**src/rtl/resv_sc_pkg.sv**
```systemverilog
package resv_sc_pkg;
    typedef enum logic [0:0] {
        SC_IDLE  = 1'b0,
        SC_WRITE = 1'b1
    } sc_state_e;

    typedef enum logic [1:0] {
        VERDICT_FAIL  = 2'd0,
        VERDICT_STORE = 2'd1,
        VERDICT_ALIGN = 2'd2
    } verdict_e;
endpackage

```
**src/rtl/resv_ea_calc.sv**
```systemverilog
module resv_ea_calc #(
    parameter int ADDR_W = 32,
    parameter int SEL_W  = 5
) (
    input  logic [SEL_W-1:0]  sel_i,
    input  logic [ADDR_W-1:0] base_i,
    input  logic [ADDR_W-1:0] index_i,
    output logic [ADDR_W-1:0] ea_o
);
    logic [ADDR_W-1:0] base_eff;

    always_comb begin
        base_eff = (sel_i == '0) ? '0 : base_i;
        ea_o     = base_eff + index_i;
    end
endmodule

```
**src/rtl/resv_holder.sv**
```systemverilog
module resv_holder #(
    parameter int ADDR_W = 32,
    parameter int LEN_W  = 5
) (
    input  logic              clk,
    input  logic              rst_n,
    input  logic              clr_i,
    input  logic              set_i,
    input  logic [LEN_W-1:0]  len_i,
    input  logic [ADDR_W-1:0] addr_i,
    output logic              valid_o,
    output logic [LEN_W-1:0]  len_o,
    output logic [ADDR_W-1:0] addr_o
);
    always_ff @(posedge clk or negedge rst_n) begin
        if (!rst_n) begin
            valid_o <= 1'b0;
            len_o   <= '0;
            addr_o  <= '0;
        end else if (set_i) begin
            valid_o <= 1'b1;
            len_o   <= len_i;
            addr_o  <= addr_i;
        end else if (clr_i) begin
            valid_o <= 1'b0;
        end
    end
endmodule

```
**src/rtl/resv_judge.sv**
```systemverilog
module resv_judge
    import resv_sc_pkg::*;
#(
    parameter int ADDR_W          = 32,
    parameter int LEN_W           = 5,
    parameter int QW_BYTES        = 16,
    parameter int ALIGN_LSB       = 4,
    parameter int PG_LSB          = 12,
    parameter bit SAME_PAGE_STORE = 1'b0
) (
    input  logic              rsv_valid_i,
    input  logic [LEN_W-1:0]  rsv_len_i,
    input  logic [ADDR_W-1:0] rsv_addr_i,
    input  logic [ADDR_W-1:0] ea_i,
    output verdict_e          verdict_o
);
    logic misaligned;
    logic exact_hit;
    logic same_page;
    logic page_ok;

    always_comb begin
        misaligned = (ea_i[ALIGN_LSB-1:0] != '0);
        exact_hit  = rsv_valid_i && (rsv_len_i == LEN_W'(QW_BYTES)) && (rsv_addr_i == ea_i);
        same_page  = rsv_valid_i && (rsv_addr_i[ADDR_W-1:PG_LSB] == ea_i[ADDR_W-1:PG_LSB]);
        page_ok    = SAME_PAGE_STORE && same_page;
        if (misaligned)
            verdict_o = VERDICT_ALIGN;
        else if (exact_hit || page_ok)
            verdict_o = VERDICT_STORE;
        else
            verdict_o = VERDICT_FAIL;
    end
endmodule

```
**src/rtl/resv_sc_check.sv**
```systemverilog
module resv_sc_check
    import resv_sc_pkg::*;
#(
    parameter int ADDR_W          = 32,
    parameter int DATA_W          = 128,
    parameter int SEL_W           = 5,
    parameter int LEN_W           = 5,
    parameter int PAGE_BYTES      = 4096,
    parameter bit SAME_PAGE_STORE = 1'b0
) (
    input  logic              clk,
    input  logic              rst_n,
    input  logic              rsv_set_i,
    input  logic [LEN_W-1:0]  rsv_len_i,
    input  logic [ADDR_W-1:0] rsv_addr_i,
    input  logic              req_valid_i,
    output logic              req_ready_o,
    input  logic [SEL_W-1:0]  req_sel_i,
    input  logic [ADDR_W-1:0] req_base_i,
    input  logic [ADDR_W-1:0] req_index_i,
    input  logic [DATA_W-1:0] req_data_i,
    input  logic              req_so_i,
    input  logic              mem_ready_i,
    output logic              mem_we_o,
    output logic [ADDR_W-1:0] mem_addr_o,
    output logic [DATA_W-1:0] mem_data_o,
    output logic              res_valid_o,
    output logic [3:0]        res_cr_o,
    output logic              res_fault_o
);
    localparam int QW_BYTES  = DATA_W / 8;
    localparam int ALIGN_LSB = $clog2(QW_BYTES);
    localparam int PG_LSB    = $clog2(PAGE_BYTES);

    sc_state_e         state, state_nx;
    verdict_e          verdict;
    logic              accept;
    logic [ADDR_W-1:0] ea;
    logic              rsv_valid;
    logic [LEN_W-1:0]  rsv_len;
    logic [ADDR_W-1:0] rsv_addr;

    resv_ea_calc #(.ADDR_W(ADDR_W), .SEL_W(SEL_W)) u_ea (
        .sel_i   (req_sel_i),
        .base_i  (req_base_i),
        .index_i (req_index_i),
        .ea_o    (ea)
    );

    resv_holder #(.ADDR_W(ADDR_W), .LEN_W(LEN_W)) u_hold (
        .clk     (clk),
        .rst_n   (rst_n),
        .clr_i   (accept && (verdict != VERDICT_ALIGN)),
        .set_i   (rsv_set_i),
        .len_i   (rsv_len_i),
        .addr_i  (rsv_addr_i),
        .valid_o (rsv_valid),
        .len_o   (rsv_len),
        .addr_o  (rsv_addr)
    );

    resv_judge #(
        .ADDR_W(ADDR_W), .LEN_W(LEN_W), .QW_BYTES(QW_BYTES),
        .ALIGN_LSB(ALIGN_LSB), .PG_LSB(PG_LSB), .SAME_PAGE_STORE(SAME_PAGE_STORE)
    ) u_judge (
        .rsv_valid_i (rsv_valid),
        .rsv_len_i   (rsv_len),
        .rsv_addr_i  (rsv_addr),
        .ea_i        (ea),
        .verdict_o   (verdict)
    );

    assign req_ready_o = (state == SC_IDLE) && mem_ready_i;
    assign accept      = req_valid_i && req_ready_o;
    assign mem_we_o    = (state == SC_WRITE);

    always_comb begin
        state_nx = state;
        unique case (state)
            SC_IDLE:  if (accept && verdict == VERDICT_STORE) state_nx = SC_WRITE;
            SC_WRITE: if (mem_ready_i) state_nx = SC_IDLE;
            default:  state_nx = SC_IDLE;
        endcase
    end

    always_ff @(posedge clk or negedge rst_n) begin
        if (!rst_n) state <= SC_IDLE;
        else        state <= state_nx;
    end

    always_ff @(posedge clk or negedge rst_n) begin
        if (!rst_n) begin
            res_valid_o <= 1'b0;
            res_cr_o    <= '0;
            res_fault_o <= 1'b0;
            mem_addr_o  <= '0;
            mem_data_o  <= '0;
        end else begin
            res_valid_o <= accept;
            if (accept) begin
                res_cr_o    <= {2'b00, (verdict == VERDICT_STORE), req_so_i};
                res_fault_o <= (verdict == VERDICT_ALIGN);
                mem_addr_o  <= ea;
                mem_data_o  <= req_data_i;
            end
        end
    end
endmodule

```
**config.mk**
```make
export PLATFORM = sky130hd
export DESIGN_NAME = resv_sc_check
export DESIGN_NICKNAME = d
export VERILOG_FILES = /design/src/rtl/resv_sc_pkg.sv /design/src/rtl/resv_ea_calc.sv /design/src/rtl/resv_holder.sv /design/src/rtl/resv_judge.sv /design/src/rtl/resv_sc_check.sv
export SDC_FILE = /design/constraint.sdc
export NUM_CORES = 1
export LEC_CHECK = 0
export CAP_MARGIN = 30
export CORE_MARGIN = 2
export CORE_UTILIZATION = 45
export DETAILED_ROUTE_END_ITERATION = 6
export GPL_TIMING_DRIVEN = 1
export HOLD_SLACK_MARGIN = 0.02
export PLACE_DENSITY = 0.9
export SLEW_MARGIN = 25
export SYNTH_ARGS = -nofsm -noshare
export SYNTH_HDL_FRONTEND = slang
export SYNTH_HIERARCHICAL = 1
export SYNTH_SLANG_ARGS = --single-unit
```
**constraint.sdc**
```tcl
create_clock -name clk -period 1.98 [get_ports clk]
set_input_delay 0.198 -clock clk [delete_from_list [all_inputs] [get_ports clk]]
set_output_delay 0.198 -clock clk [all_outputs]
set_load 0.1 [all_outputs]
```
==> Implementation_results.wiki, run 1 <==
{| class="wikitable"
! Metric !! Value
|-
| RSZ-0062 raised after global routing || yes
|-
| Number of max-capacitance violations reported || 0
|-
| Area growth from synthesis to layout || 65.3%
|-
| Placeable core area || ~24000 µm²
|-
| Synth Register Bits || around 200
|-
| Drt first-iter violations || 510
|-
| Met1 Resource Use GR || between 30% and 40%
|-
| Total buffers and inverters traversed by the critical path || 4
|-
| ANT nets after route || 0
|-
| Busiest metal layer after global routing || met2
|-
| Syn avg cell area || approximately 14 µm²
|-
| Largest voltage drop on the vdd net || about 1.2 mV
|-
| Top-count cell post-synth || sky130_fd_sc_hd__dfrtp_1
|-
| Required time at the worst-slack endpoint || around 2.4 ns
|-
| Largest net degree at the start of global routing || 70
|-
| Reported leakage power || about 8.3 nW
|-
| Reg-to-Reg End || u_hold/valid_o
|-
| Core occupancy in the finished layout || between 70% and 80%
|-
| Number of distinct library cells after synthesis || 60
|-
| Ports || around 410
|-
| Final HPWL DP || between 20000 and 30000 µm
|-
| Worst-case reg-to-reg path depth || 9
|-
| Crit share post-route || 202%
|-
| EDFF count, synth || 0
|-
| WL per Instance || about 24 µm
|-
| Start of the worst register-to-register path || u_hold/addr_o[3]
|-
| Number of optimization iterations in the first detailed-route pass || 5
|-
| Overall routing resource usage || 29.2%
|-
| Critical hold path startpoint || rsv_set_i
|-
| Wire length of the first global-routing pass || 57400 µm
|-
| Setup tns final || -33.98 ns
|-
| Critical Path End Type || flip-flop
|-
| Routability congestion estimate || about 0.92
|-
| Path type of the worst setup path || in -> reg
|-
| Total Die Area || about 25000 µm²
|-
| Clock tree root driver cell || sky130_fd_sc_hd__clkbuf_16
|-
| Clock network latency to the later pin of the worst-skew pair || 0.52 ns
|-
| Cell accounting for the most synthesized area || sky130_fd_sc_hd__dfrtp_1
|-
| Data arrival, critical path || about 4.4 ns
|-
| Count of mapped cells out of synthesis || ~760
|-
| Post-CTS clock slew at the launch and capture registers of the worst setup and hold paths || around 0.06 ns
|-
| Global routing usage on met2 || a little over half
|-
| Cell internal pwr || 0.0106 W
|-
| Global-route congestion overflow total || 0
|-
| Initial antenna violation count || 15
|-
| Number of hold-slack violations in the final timing report || 0
|-
| Power share of the clock group || between 20% and 30%
|-
| Share of the yosys chip area belonging to registers || 46.7%
|-
| Max Root-Sink Buffers || 3
|-
| Via count normalized by instance count || between 5 and 6
|-
| Final Critical Period || approximately 4.0 ns
|-
| Via count || 9062
|-
| Rows || 56
|-
| Port Buf Inserts || roughly 400
|-
| Setup ws final || -2.03 ns
|-
| Crit-path max FO || 13
|-
| Most used standard cells in the synthesized netlist || sky130_fd_sc_hd__dfrtp_1 (203), sky130_fd_sc_hd__mux2_4 (177), sky130_fd_sc_hd__xor2_1 (38)
|-
| Number of cells on the worst hold path || 3
|-
| Share of total power in sequential cells || a little over a quarter
|-
| Biggest cell delay along the critical path || between 0.5 and 0.6 ns
|-
| Prevailing post-synth register cell || sky130_fd_sc_hd__dfrtp_1
|-
| Synthesis warning total || 6
|-
| DRC violation count after routing || 0
|-
| Type of the tightest min-delay check || in -> reg
|-
| Worst hold path endpoint || u_hold/valid_o
|-
| Switching share of total power || 45.8%
|-
| Worst Max-Slew Pin Slew || 0.583 ns
|-
| Clock tree from TritonCTS || done
|-
| Cell Chain, Critical Path || buf_6 -> or4_4 -> nor2_4 -> buf_12 -> buf_8 -> nor2b_1 -> ha_1 -> a21oi_2 -> o21ai_2 -> a21oi_1 -> a21bo_2 -> a31oi_1 -> a211o_1 -> a22oi_2 -> xor2_1 -> nor4_4 -> nand3_4 -> nor4_4 -> nor2b_2 -> nor2_1 -> inv_1 -> a21o_1
|-
| Reg2Reg Setup Slack || -0.04 ns
|-
| Mapped cell area || 10900 µm²
|-
| CP startpoint kind || primary input
|-
| H-tree depth reported by CTS || 1
|-
| Post-Route WL || around 40000 µm
|-
| Proportion of register bits with asynchronous set or reset after synthesis || between 90% and 100%
|-
| Most common cell type on the critical path || sky130_fd_sc_hd__nor4_4
|-
| Violations in the final reports || negative setup slack
|-
| Number of global-route vias before repair || roughly 10000
|-
| Maximum achievable frequency || roughly 0.25 GHz
|-
| Dpl ws || -2.77 ns
|-
| Crit-path leading delay family || compound AO/OA/AOI/OAI gates
|-
| Final Max Slew Viols || 0
|-
| Die outline height || between 150 and 200 µm
|-
| Chip width || between 150 and 200 µm
|-
| Final setup viols || 34
|-
| Num Clock Sinks || 203
|-
| Clock skew after layout || roughly 0.017 ns
|-
| Final net count || roughly 1600
|-
| Dominant cells by area after synthesis || sky130_fd_sc_hd__dfrtp_1 (47%), sky130_fd_sc_hd__mux2_4 (24%), sky130_fd_sc_hd__ha_1 (3.6%)
|-
| Total net switching power || slightly below 0.009 W
|-
| Result of the run || finished, violations left
|-
| Met3 usage in global routing || about 6%
|-
| Fraction of power consumed by combinational cells || 51.4%
|-
| Total CTS buffers || 23
|-
| Crit-path slowest cell || sky130_fd_sc_hd__or4_4
|-
| Initial core utilization || between 40% and 50%
|-
| Fraction of final layout cells sized beyond drive strength 1 || around 54%
|-
| Slew margin rel. || a little over 60%
|-
| Power per cell area || 1090 nW/µm²
|-
| Top cell type's share of synthesized area || a little under half
|}
==> routing by layer <==
metal / share of wire, % / vias to the layer above
met5: 0.032 / -
met4: 6.9 / 2
met3: 6.2 / 164
met2: 51 / 514
met1: 36 / 4460
li1: - / 3922
==> power by group through the flow <==
stage	Clock [W]	Combinational (W)	Sequential, W
floorplan	0	0.00209	0.00981
detailed placement	0	0.00920	0.00538
global route	0.00442	0.0103	0.00541
CTS	0.00423	0.00966	0.00533
finish	0.00417	0.0100	0.00534
global placement	0	0.00910	0.00533
==> final cells by class <==
class / count / area, µm²
Multi-Input combinational cell: 516 / 6210
Fill cell: 1319 / 5650
Timing Repair Buffer: 605 / 5470
Sequential cell: 203 / 5080
Clock buffer: 31 / 636
Tap cell: 319 / 399
Clock inverter: 9 / 96.3
Inverter: 11 / 48.8
Antenna cell: 14 / 35.0
==> worst max path at each step <==
stage / start / to / slack [ns] / cells after the start
after global placement: req_sel_i[0] / u_hold/valid_o / -2.65 / 22
after floorplan: req_sel_i[0] / res_fault_o / -1.83 / 18
final: req_sel_i[2] / u_hold/valid_o / -2.03 / 22
after CTS: req_sel_i[2] / res_fault_o / -1.83 / 20
after detailed placement: req_sel_i[0] / u_hold/valid_o / -2.77 / 22
after global routing: req_sel_i[2] / u_hold/valid_o / -2.14 / 22
==> registers in the layout (all words and copies together), names as in the netlist <==
register / flops
mem_addr_o: 32
mem_data_o: 128
mem_we_o: 1
res_cr_o: 2
res_fault_o: 1
res_valid_o: 1
u_hold/addr_o: 32
u_hold/len_o: 5
u_hold/valid_o: 1
==> through the flow <==
step	total power, W	cell area, µm²	hold slack [ns]	instances
final	0.0196	18000	0.226	1708
after global routing	0.0201	18000	0.223	1708
after CTS	0.0192	17400	0.203	1676
after detailed placement	0.0146	15800	0.219	1599
after global placement	0.0144	15800	0.209	1599
after floorplan	0.0119	11000	-0.0976	764
==> repair_timing <==
action	in CTS	in global routing
cloned	1	0
buffers inserted	39	27
pin swaps	67	59
endpoints found under the setup margin	35	34
hold buffers	1	0
hold endpoints to repair	62	0
gates resized for setup	113	75
==> kinds of logic after synthesis <==
| kind of cell | Yosys count | synth area share, % |
|---|---|---|
| other | 1 | 0.0345 |
| flip-flops | 203 | 46.7 |
| buffers and inverters | 45 | 4.67 |
| AND/OR/NAND/NOR | 118 | 6.32 |
| XOR/XNOR | 60 | 4.84 |
| multiplexers | 201 | 26.9 |
| AO/OA/AOI/OAI | 103 | 6.72 |
| adder cells (fa/ha/maj) | 32 | 3.75 |
==> worst register-to-register path, cell delays in order, from the launching register on <==
cell,delay (ns)
sky130_fd_sc_hd__dfrtp_1,0.39
sky130_fd_sc_hd__xor2_1,0.20
sky130_fd_sc_hd__nor4_2,0.36
sky130_fd_sc_hd__buf_4,0.19
sky130_fd_sc_hd__nand3_4,0.07
sky130_fd_sc_hd__nor4_4,0.33
sky130_fd_sc_hd__nor2b_2,0.08
sky130_fd_sc_hd__nor2_1,0.09
sky130_fd_sc_hd__inv_1,0.05
sky130_fd_sc_hd__a21o_1,0.15
==> cells in the final DEF, fill, tap and decap left out, types with 5 or more instances in the layout <==
| cell type | Yosys | layout |
|---|---|---|
| sky130_fd_sc_hd__a21oi_4 | 1 | 9 |
| sky130_fd_sc_hd__a21oi_2 | 2 | 13 |
| sky130_fd_sc_hd__nand2_1 | 19 | 15 |
| sky130_fd_sc_hd__clkbuf_16 | 0 | 23 |
| sky130_fd_sc_hd__xnor2_2 | 0 | 9 |
| sky130_fd_sc_hd__buf_4 | 3 | 316 |
| sky130_fd_sc_hd__xor2_2 | 0 | 7 |
| sky130_fd_sc_hd__a21oi_1 | 29 | 10 |
| sky130_fd_sc_hd__nor2b_1 | 36 | 26 |
| sky130_fd_sc_hd__inv_1 | 10 | 10 |
| sky130_fd_sc_hd__diode_2 | 0 | 14 |
| sky130_fd_sc_hd__ha_4 | 0 | 10 |
| sky130_fd_sc_hd__xor2_1 | 38 | 29 |
| sky130_fd_sc_hd__xnor2_1 | 22 | 7 |
| sky130_fd_sc_hd__nor2_1 | 20 | 13 |
| sky130_fd_sc_hd__clkdlybuf4s50_1 | 0 | 233 |
| sky130_fd_sc_hd__o21ai_0 | 15 | 8 |
| sky130_fd_sc_hd__buf_6 | 4 | 32 |
| sky130_fd_sc_hd__o21ai_2 | 2 | 8 |
| sky130_fd_sc_hd__mux2_4 | 177 | 181 |
| sky130_fd_sc_hd__buf_12 | 17 | 16 |
| sky130_fd_sc_hd__ha_1 | 31 | 20 |
| sky130_fd_sc_hd__nor4_2 | 5 | 5 |
| sky130_fd_sc_hd__clkbuf_1 | 3 | 5 |
| sky130_fd_sc_hd__dfrtp_1 | 203 | 202 |
| sky130_fd_sc_hd__nor2b_4 | 0 | 6 |
| sky130_fd_sc_hd__o21bai_1 | 6 | 5 |
| sky130_fd_sc_hd__nand4_1 | 11 | 11 |
| sky130_fd_sc_hd__a21o_1 | 14 | 14 |
| sky130_fd_sc_hd__mux2_2 | 22 | 18 |
| sky130_fd_sc_hd__xnor2_4 | 0 | 6 |
No activity file was read; power rests on OpenSTA's default activity.
==> inputs of run 2 (changes only) <==
--- a/config.mk
+++ b/config.mk
@@ -9,7 +9,7 @@
 export CORE_MARGIN = 2
 export CORE_UTILIZATION = 45
 export DETAILED_ROUTE_END_ITERATION = 6
-export GPL_TIMING_DRIVEN = 1
+export GPL_TIMING_DRIVEN = 0
 export HOLD_SLACK_MARGIN = 0.02
 export PLACE_DENSITY = 0.9
 export SLEW_MARGIN = 25
==> constraint.sdc (replaced) <==
create_clock -name clk -period 4.8 [get_ports clk]
set_input_delay 0.48 -clock clk [delete_from_list [all_inputs] [get_ports clk]]
set_output_delay 0.48 -clock clk [all_outputs]
set_load 0.1 [all_outputs]
==> Implementation_results.wiki, run 2 (synthesis gave the netlist of run 1 again) <==
{| class="wikitable"
! Metric !! Value
|-
| Setup ws final || roughly 0.33 ns
|-
| Post-Route WL || ~35000 µm
|-
| Largest net degree at the start of global routing || 86
|-
| Via count || about 8000
|-
| Post-CTS clock slew at the launch and capture registers of the worst setup and hold paths || ~0.06 ns
|-
| Largest voltage drop on the vdd net || 0.343 mV
|-
| ANT nets after route || 0
|-
| H-tree depth reported by CTS || 1
|-
| Number of optimization iterations in the first detailed-route pass || 5
|-
| Path type of the worst setup path || in -> reg
|-
| Number of hold-slack violations in the final timing report || 0
|-
| Drt first-iter violations || between 400 and 500
|-
| Final net count || around 1500
|-
| Dpl ws || -1.36 ns
|-
| Total net switching power || 0.00348 W
|-
| Fraction of final layout cells sized beyond drive strength 1 || 28.4%
|-
| Number of max-capacitance violations reported || 0
|-
| Placeable core area || 23600 µm²
|-
| Crit-path max FO || 5
|-
| Final HPWL DP || around 26000 µm
|-
| Initial antenna violation count || 6
|-
| Via count normalized by instance count || just over 5
|-
| Initial core utilization || 46.0%
|-
| Number of filler cells placed in the layout || about 1500
|-
| Result of the run || finished clean
|-
| Register bank with the most flops || mem_data_o
|-
| Area growth from synthesis to layout || 53.2%
|-
| Share of total power in sequential cells || 28.5%
|-
| Clock tree from TritonCTS || done
|-
| Final setup viols || 0
|-
| Required time at the worst-slack endpoint || 5.18 ns
|-
| Number of global-route vias before repair || ~8700
|-
| Crit share post-route || between 90 and 100%
|-
| Biggest cell delay along the critical path || between 0.5 and 0.6 ns
|-
| Slew margin rel. || between 20% and 30%
|-
| Most common library cell in the layout ignoring fill and taps || sky130_fd_sc_hd__clkdlybuf4s50_1
|-
| Data arrival, critical path || between 4 and 5 ns
|-
| Fraction of power consumed by combinational cells || 49.8%
|-
| CP startpoint kind || primary input
|-
| DRC violation count after routing || 0
|-
| Total buffers and inverters traversed by the critical path || 3
|-
| Final Max Slew Viols || 0
|-
| Hold Worst Slack || between 0.3 and 0.4 ns
|-
| Port Buf Inserts || 404
|-
| Crit-path leading delay family || simple AND/OR/NAND/NOR gates
|-
| Ports || roughly 400
|-
| Total Die Area || 25400 µm²
|-
| Number of instances in the placed design || 1495
|-
| Critical Path End Type || flip-flop
|-
| Core occupancy in the finished layout || just over 70%
|-
| Worst Max-Slew Pin Slew || ~1.1 ns
|-
| Number of standard cells in the layout, taps in and fillers out || 1554
|-
| Overall routing resource usage || approximately a quarter
|-
| Largest regs || mem_data_o x128, mem_addr_o x32, u_hold/addr_o x32
|-
| Clock network latency to the later pin of the worst-skew pair || 0.50 ns
|-
| Max Root-Sink Buffers || 3
|-
| RSZ-0062 raised after global routing || no
|-
| Power per cell area || approximately 460 nW/µm²
|-
| Final Critical Period || 4.47 ns
|-
| Reported leakage power || 7.27 nW
|-
| Switching share of total power || between 40% and 50%
|-
| Global-route congestion overflow total || 0
|-
| Routability congestion estimate || around 0.85
|-
| Clock skew after layout || 0.0105 ns
|-
| Maximum achievable frequency || roughly 0.22 GHz
|-
| WL per Instance || between 20 and 25 µm
|-
| Total CTS buffers || 22
|-
| Overall power consumption || around 0.0077 W
|-
| Most used cells in the layout excluding fill and tap cells || sky130_fd_sc_hd__clkdlybuf4s50_1 (397), sky130_fd_sc_hd__dfrtp_1 (203), sky130_fd_sc_hd__mux2_4 (177)
|-
| Clock tree root driver cell || sky130_fd_sc_hd__clkbuf_16
|-
| Largest register FFs || ~130
|-
| Crit-path slowest cell || sky130_fd_sc_hd__or4_4
|-
| Power share of the clock group || ~22%
|-
| Cell internal pwr || 0.00422 W
|-
| Rows || 56
|-
| Type of the tightest min-delay check || in -> reg
|-
| Wire length of the first global-routing pass || 51800 µm
|-
| Cell Chain, Critical Path || dlymetal6s2s_1 -> or4_4 -> nor2_4 -> buf_8 -> nor2b_4 -> ha_4 -> fa_2 -> a21oi_2 -> o211ai_2 -> nand4_1 -> nand2_1 -> a211oi_4 -> o41ai_4 -> xor2_2 -> xor2_2 -> nor4_2 -> nand4_1 -> nor4_4 -> nor2b_2 -> nor2_1 -> inv_1 -> a21o_1
|-
| Chip width || 159 µm
|-
| Num Clock Sinks || 203
|-
| Die outline height || 159 µm
|}
-- run 2: cell types whose count changed in the layout (fill, tap and decap cells not counted), sizes merged --
cell | previous run | this run
clkdlybuf4s50 | 233 | 397
clkdlybuf4s15 | 1 | 0
dlymetal6s2s | 0 | 4
buf | 370 | 57
clkinvlp | 3 | 2
inv | 12 | 11
clkinv | 4 | 2
diode | 14 | 6
clkbuf | 31 | 35
-- run 2: per-stage QoR --
stage	cell area [µm²]	setup TNS (ns)
2_1_floorplan	10900	0
3_3_place_gp	15300	-1024.06
3_5_place_dp	15500	-5.44
4_1_cts	16300	0
5_1_grt	16600	0
6_report	16600	0
-- run 2: timing repair --
item / 4_1_cts / 5_1_grt
hold buffers: 1 / 0
endpoints found under the hold margin: 55 / 0
endpoints found under the setup margin: 4 / 4
cloned: 0 / 1
gates resized for setup: 16 / 49
setup buffers: 4 / 9
pin swaps: 10 / 23
-- run 2: final timing paths --
check | from | to | slack [ns] | depth (start not counted)
max | req_sel_i[2] | u_hold/valid_o | 0.33 | 22
min | rsv_set_i | u_hold/addr_o[0] | 0.32 | 2
max reg2reg | u_hold/addr_o[24] | u_hold/valid_o | 2.83 | 8
min reg2reg | mem_data_o[7] | mem_data_o[7] | 0.51 | 1
max in group asynchronous | rst_n | mem_addr_o[21] | 3.53 | 3
min in group asynchronous | rst_n | mem_data_o[105] | 0.51 | 2
-- run 2: power groups by stage --
| stage | Clock, W | Sequential (W) | Combinational (W) |
|---|---|---|---|
| floorplan | 0 | 0.00405 | 0.000847 |
| global placement | 0 | 0.00219 | 0.00368 |
| detailed placement | 0 | 0.00221 | 0.00376 |
| CTS | 0.00169 | 0.00219 | 0.00379 |
| global route | 0.00178 | 0.00222 | 0.00394 |
| finish | 0.00167 | 0.00219 | 0.00383 |
-- run 2: routing by layer --
layer / up-vias / track usage (%) / part of all wire, %
met5: - / 0 / 0
met4: 0 / 11.0 / 4.1
met3: 79 / 5.44 / 6.2
met2: 361 / 48.3 / 53
met1: 3974 / 29.2 / 36
li1: 3629 / - / -
-- run 2: area by class of cell --
cell class	instances	area, µm²	area share [%]
multi-input cells	516	5510	33.1
flip-flops and latches	203	5080	30.5
repair buffers	427	4400	26.5
clock buffers	33	653	3.92
plain buffers	34	489	2.94
well taps	319	399	2.40
clock inverters	5	55.1	0.331
inverters	11	43.8	0.263
diodes	6	15.0	0.0902
-- run 2: worst reg2reg max path: stages, from the launching register on --
cell and delay (ns):
sky130_fd_sc_hd__dfrtp_1 0.40, sky130_fd_sc_hd__xor2_1 0.17, sky130_fd_sc_hd__nor4_2 0.34, sky130_fd_sc_hd__nand4_1 0.20, sky130_fd_sc_hd__nor4_4 0.35, sky130_fd_sc_hd__nor2b_2 0.09
sky130_fd_sc_hd__nor2_1 0.11, sky130_fd_sc_hd__inv_1 0.05, sky130_fd_sc_hd__a21o_1 0.15
==> inputs of run 3 (changes only) <==
--- a/config.mk
+++ b/config.mk
@@ -6,12 +6,12 @@
 export NUM_CORES = 1
 export LEC_CHECK = 0
 export CAP_MARGIN = 30
-export CORE_MARGIN = 2
-export CORE_UTILIZATION = 45
+export CORE_AREA = 2 2 157 159
 export DETAILED_ROUTE_END_ITERATION = 6
+export DIE_AREA = 0 0 159 161
 export GPL_TIMING_DRIVEN = 0
 export HOLD_SLACK_MARGIN = 0.02
-export PLACE_DENSITY = 0.9
+export PLACE_DENSITY = 0.91
 export SLEW_MARGIN = 25
 export SYNTH_ARGS = -nofsm -noshare
 export SYNTH_HDL_FRONTEND = slang
==> constraint.sdc (replaced) <==
create_clock -name clk -period 4.8 [get_ports clk]
set_input_delay 0.96 -clock clk [delete_from_list [all_inputs] [get_ports clk]]
set_output_delay 0.96 -clock clk [all_outputs]
set_load 0.1 [all_outputs]
==> Implementation_results.wiki, run 3 (synthesis gave the netlist of run 1 again) <==
{| class="wikitable"
! Metric !! Value
|-
| Overall routing resource usage || about a quarter
|-
| Quantity of hold-fixing buffers added after cts || 0
|-
| Number of global-route vias before repair || slightly below 9000
|-
| Overall power consumption || between 0.007 and 0.008 W
|-
| H-tree depth reported by CTS || 1
|-
| Global routing usage on met2 || roughly half
|-
| Drt first-iter violations || 381
|-
| Met1 Resource Use GR || between 20 and 30%
|-
| Start of the worst register-to-register path || u_hold/addr_o[5]
|-
| Crit share post-route || between 90% and 100%
|-
| Post-CTS clock slew at the launch and capture registers of the worst setup and hold paths || roughly 0.07 ns
|-
| Number of hold-slack violations in the final timing report || 0
|-
| Via count || a little over 8000
|-
| Final Max Slew Viols || 0
|-
| WL per Instance || around 22 µm
|-
| Total Die Area || 25600 µm²
|-
| Post-Route WL || 35000 µm
|-
| Number of max-capacitance violations reported || 0
|-
| Clock tree from TritonCTS || done
|-
| Largest register FFs || ~130
|-
| Result of the run || finished clean
|-
| Crit-path max FO || 4
|-
| Critical Path End Type || flip-flop
|-
| Total CTS buffers || 22
|-
| Required time at the worst-slack endpoint || 5.19 ns
|-
| Final HPWL DP || 25900 µm
|-
| Maximum achievable frequency || around 0.21 GHz
|-
| Power per cell area || ~470 nW/µm²
|-
| Worst Max-Slew Pin Slew || 1.06 ns
|-
| DRC violation count after routing || 0
|-
| Register bank with the most flops || mem_data_o
|-
| Wire length of the first global-routing pass || between 50000 and 60000 µm
|-
| Setup ws final || 0.124 ns
|-
| Clock skew after layout || a little over 0.007 ns
|-
| Chip width || approximately 160 µm
|-
| Type of the tightest min-delay check || in -> async
|-
| Number of optimization iterations in the first detailed-route pass || 4
|-
| Num Clock Sinks || between 200 and 250
|-
| Area of the multi-input gates || between 5000 and 6000 µm²
|-
| Sequential cell area in the final layout || 5080 µm²
|-
| Critical path origin || req_sel_i[3]
|-
| Rows || between 50 and 60
|-
| Most used cells in the layout excluding fill and tap cells || sky130_fd_sc_hd__clkdlybuf4s50_1 (397), sky130_fd_sc_hd__dfrtp_1 (203), sky130_fd_sc_hd__mux2_4 (177)
|-
| Area growth from synthesis to layout || 54.8%
|-
| Clock network latency to the later pin of the worst-skew pair || approximately 0.50 ns
|-
| Port Buf Inserts || between 400 and 500
|-
| Via count normalized by instance count || 5.16
|-
| RSZ-0062 raised after global routing || yes
|-
| Met3 usage in global routing || ~4.5%
|-
| Placeable core area || 24000 µm²
|-
| Slew margin rel. || 28.8%
|-
| Busiest metal layer after global routing || met2
|-
| Final setup viols || 0
|-
| Die outline height || around 160 µm
|-
| Reported leakage power || around 7.3 nW
|-
| Initial antenna violation count || 14
|-
| Global-route congestion overflow total || 0
|-
| Largest net degree at the start of global routing || 91
|-
| Number of filler cells placed in the layout || about 1600
|-
| Largest regs || mem_data_o x128, mem_addr_o x32, u_hold/addr_o x32
|-
| Largest voltage drop on the vdd net || approximately 0.31 mV
|-
| Max Root-Sink Buffers || 3
|-
| ANT nets after route || 0
|-
| Most common library cell in the layout ignoring fill and taps || sky130_fd_sc_hd__clkdlybuf4s50_1
|-
| Dpl ws || -1.03 ns
|-
| CP startpoint kind || primary input
|-
| Ports || around 400
|-
| Hold Worst Slack || about 0.33 ns
|-
| Initial core utilization || a little under half
|-
| Fraction of final layout cells sized beyond drive strength 1 || between 30% and 40%
|-
| Setup tns final || 0 ns
|-
| Final Critical Period || between 4 and 5 ns
|-
| Clock tree root driver cell || sky130_fd_sc_hd__clkbuf_16
|-
| Routability congestion estimate || 0.894
|-
| Path type of the worst setup path || in -> reg
|-
| Data arrival, critical path || roughly 5 ns
|-
| Final net count || approximately 1500
|}
==> run 3: changes by cell type in the layout (fill, tap and decap cells not counted), moves of 3 or more <==
cell                             change
sky130_fd_sc_hd__diode_2             +8
sky130_fd_sc_hd__o21ai_2             +3
sky130_fd_sc_hd__clkbuf_8            +3
sky130_fd_sc_hd__clkbuf_1            -4
sky130_fd_sc_hd__buf_2               -3
sky130_fd_sc_hd__buf_6               +3
sky130_fd_sc_hd__dlymetal6s2s_1      -4
sky130_fd_sc_hd__ha_1                -4
sky130_fd_sc_hd__clkinv_2            +3
sky130_fd_sc_hd__ha_4                +3
sky130_fd_sc_hd__buf_4               +5
==> run 3: what timing repair did <==
item                       4_1_cts  5_1_grt
buffers inserted                 8       10
pin swaps                       21       32
setup endpoints to repair        4        4
resized for setup               34       58
==> run 3: worst paths after layout <==
kind	to	slack, ns	depth (start not counted)
max in group asynchronous	u_hold/addr_o[26]	3.72	2
worst max-delay path	u_hold/valid_o	0.12	23
worst max register to register	u_hold/valid_o	2.93	8
worst min register to register	u_hold/valid_o	0.48	1
worst min-delay path	mem_data_o[125]	0.33	1
min in group clk	u_hold/valid_o	0.48	1
==> run 3: power by group <==
| part | internal [W] | total [W] | switching (W) |
|---|---|---|---|
| Combinational | 0.00126 | 0.00387 | 0.00261 |
| Clock | 0.00107 | 0.00177 | 0.000696 |
| Sequential | 0.00200 | 0.00220 | 0.000199 |
| Total | 0.00433 | 0.00784 | 0.00351 |
==> run 3: routing by layer <==
metal | vias to the layer above | routed length (µm)
met5 | - | 0
met4 | 0 | 1580
met3 | 81 | 2100
met2 | 366 | 18700
met1 | 4016 | 12700
li1 | 3640 | -
==> run 3: through the flow <==
| step | std cells | area, µm² | utilization, % |
|---|---|---|---|
| after global routing | 1571 | 16800 | 70.2 |
| final | 1571 | 16800 | 70.2 |
| after detailed placement | 1499 | 15500 | 64.8 |
| after global placement | 1492 | 15300 | 64.0 |
| after CTS | 1546 | 16400 | 68.6 |
| after floorplan | 764 | 10900 | - |
==> run 3: worst max-delay path, cell delays in order <==
cell	delay [ns]
sky130_fd_sc_hd__buf_6	0.09
sky130_fd_sc_hd__or4_4	0.54
sky130_fd_sc_hd__nor2_4	0.18
sky130_fd_sc_hd__buf_8	0.13
sky130_fd_sc_hd__nor2b_4	0.04
sky130_fd_sc_hd__ha_4	0.16
sky130_fd_sc_hd__fa_2	0.35
sky130_fd_sc_hd__a21oi_2	0.18
sky130_fd_sc_hd__o211ai_2	0.12
sky130_fd_sc_hd__nand4_1	0.18
sky130_fd_sc_hd__nand2_2	0.11
sky130_fd_sc_hd__a211oi_4	0.33
sky130_fd_sc_hd__o41ai_2	0.14
sky130_fd_sc_hd__xor2_1	0.15
sky130_fd_sc_hd__buf_4	0.16
sky130_fd_sc_hd__xor2_1	0.18
sky130_fd_sc_hd__nor4_2	0.28
sky130_fd_sc_hd__nand4_1	0.18
sky130_fd_sc_hd__nor4_4	0.21
sky130_fd_sc_hd__nor2b_2	0.09
sky130_fd_sc_hd__nor2_1	0.09
sky130_fd_sc_hd__inv_1	0.04
sky130_fd_sc_hd__a21o_1	0.14
==> run 3: area by class of cell <==
type | instances | share of cell area (%)
multi-input cells | 516 | 33.2
diodes | 14 | 0.208
clock inverters | 8 | 0.558
plain buffers | 34 | 3.03
well taps | 324 | 2.41
clock buffers | 31 | 3.96
inverters | 11 | 0.260
flip-flops and latches | 203 | 30.2
repair buffers | 430 | 26.2
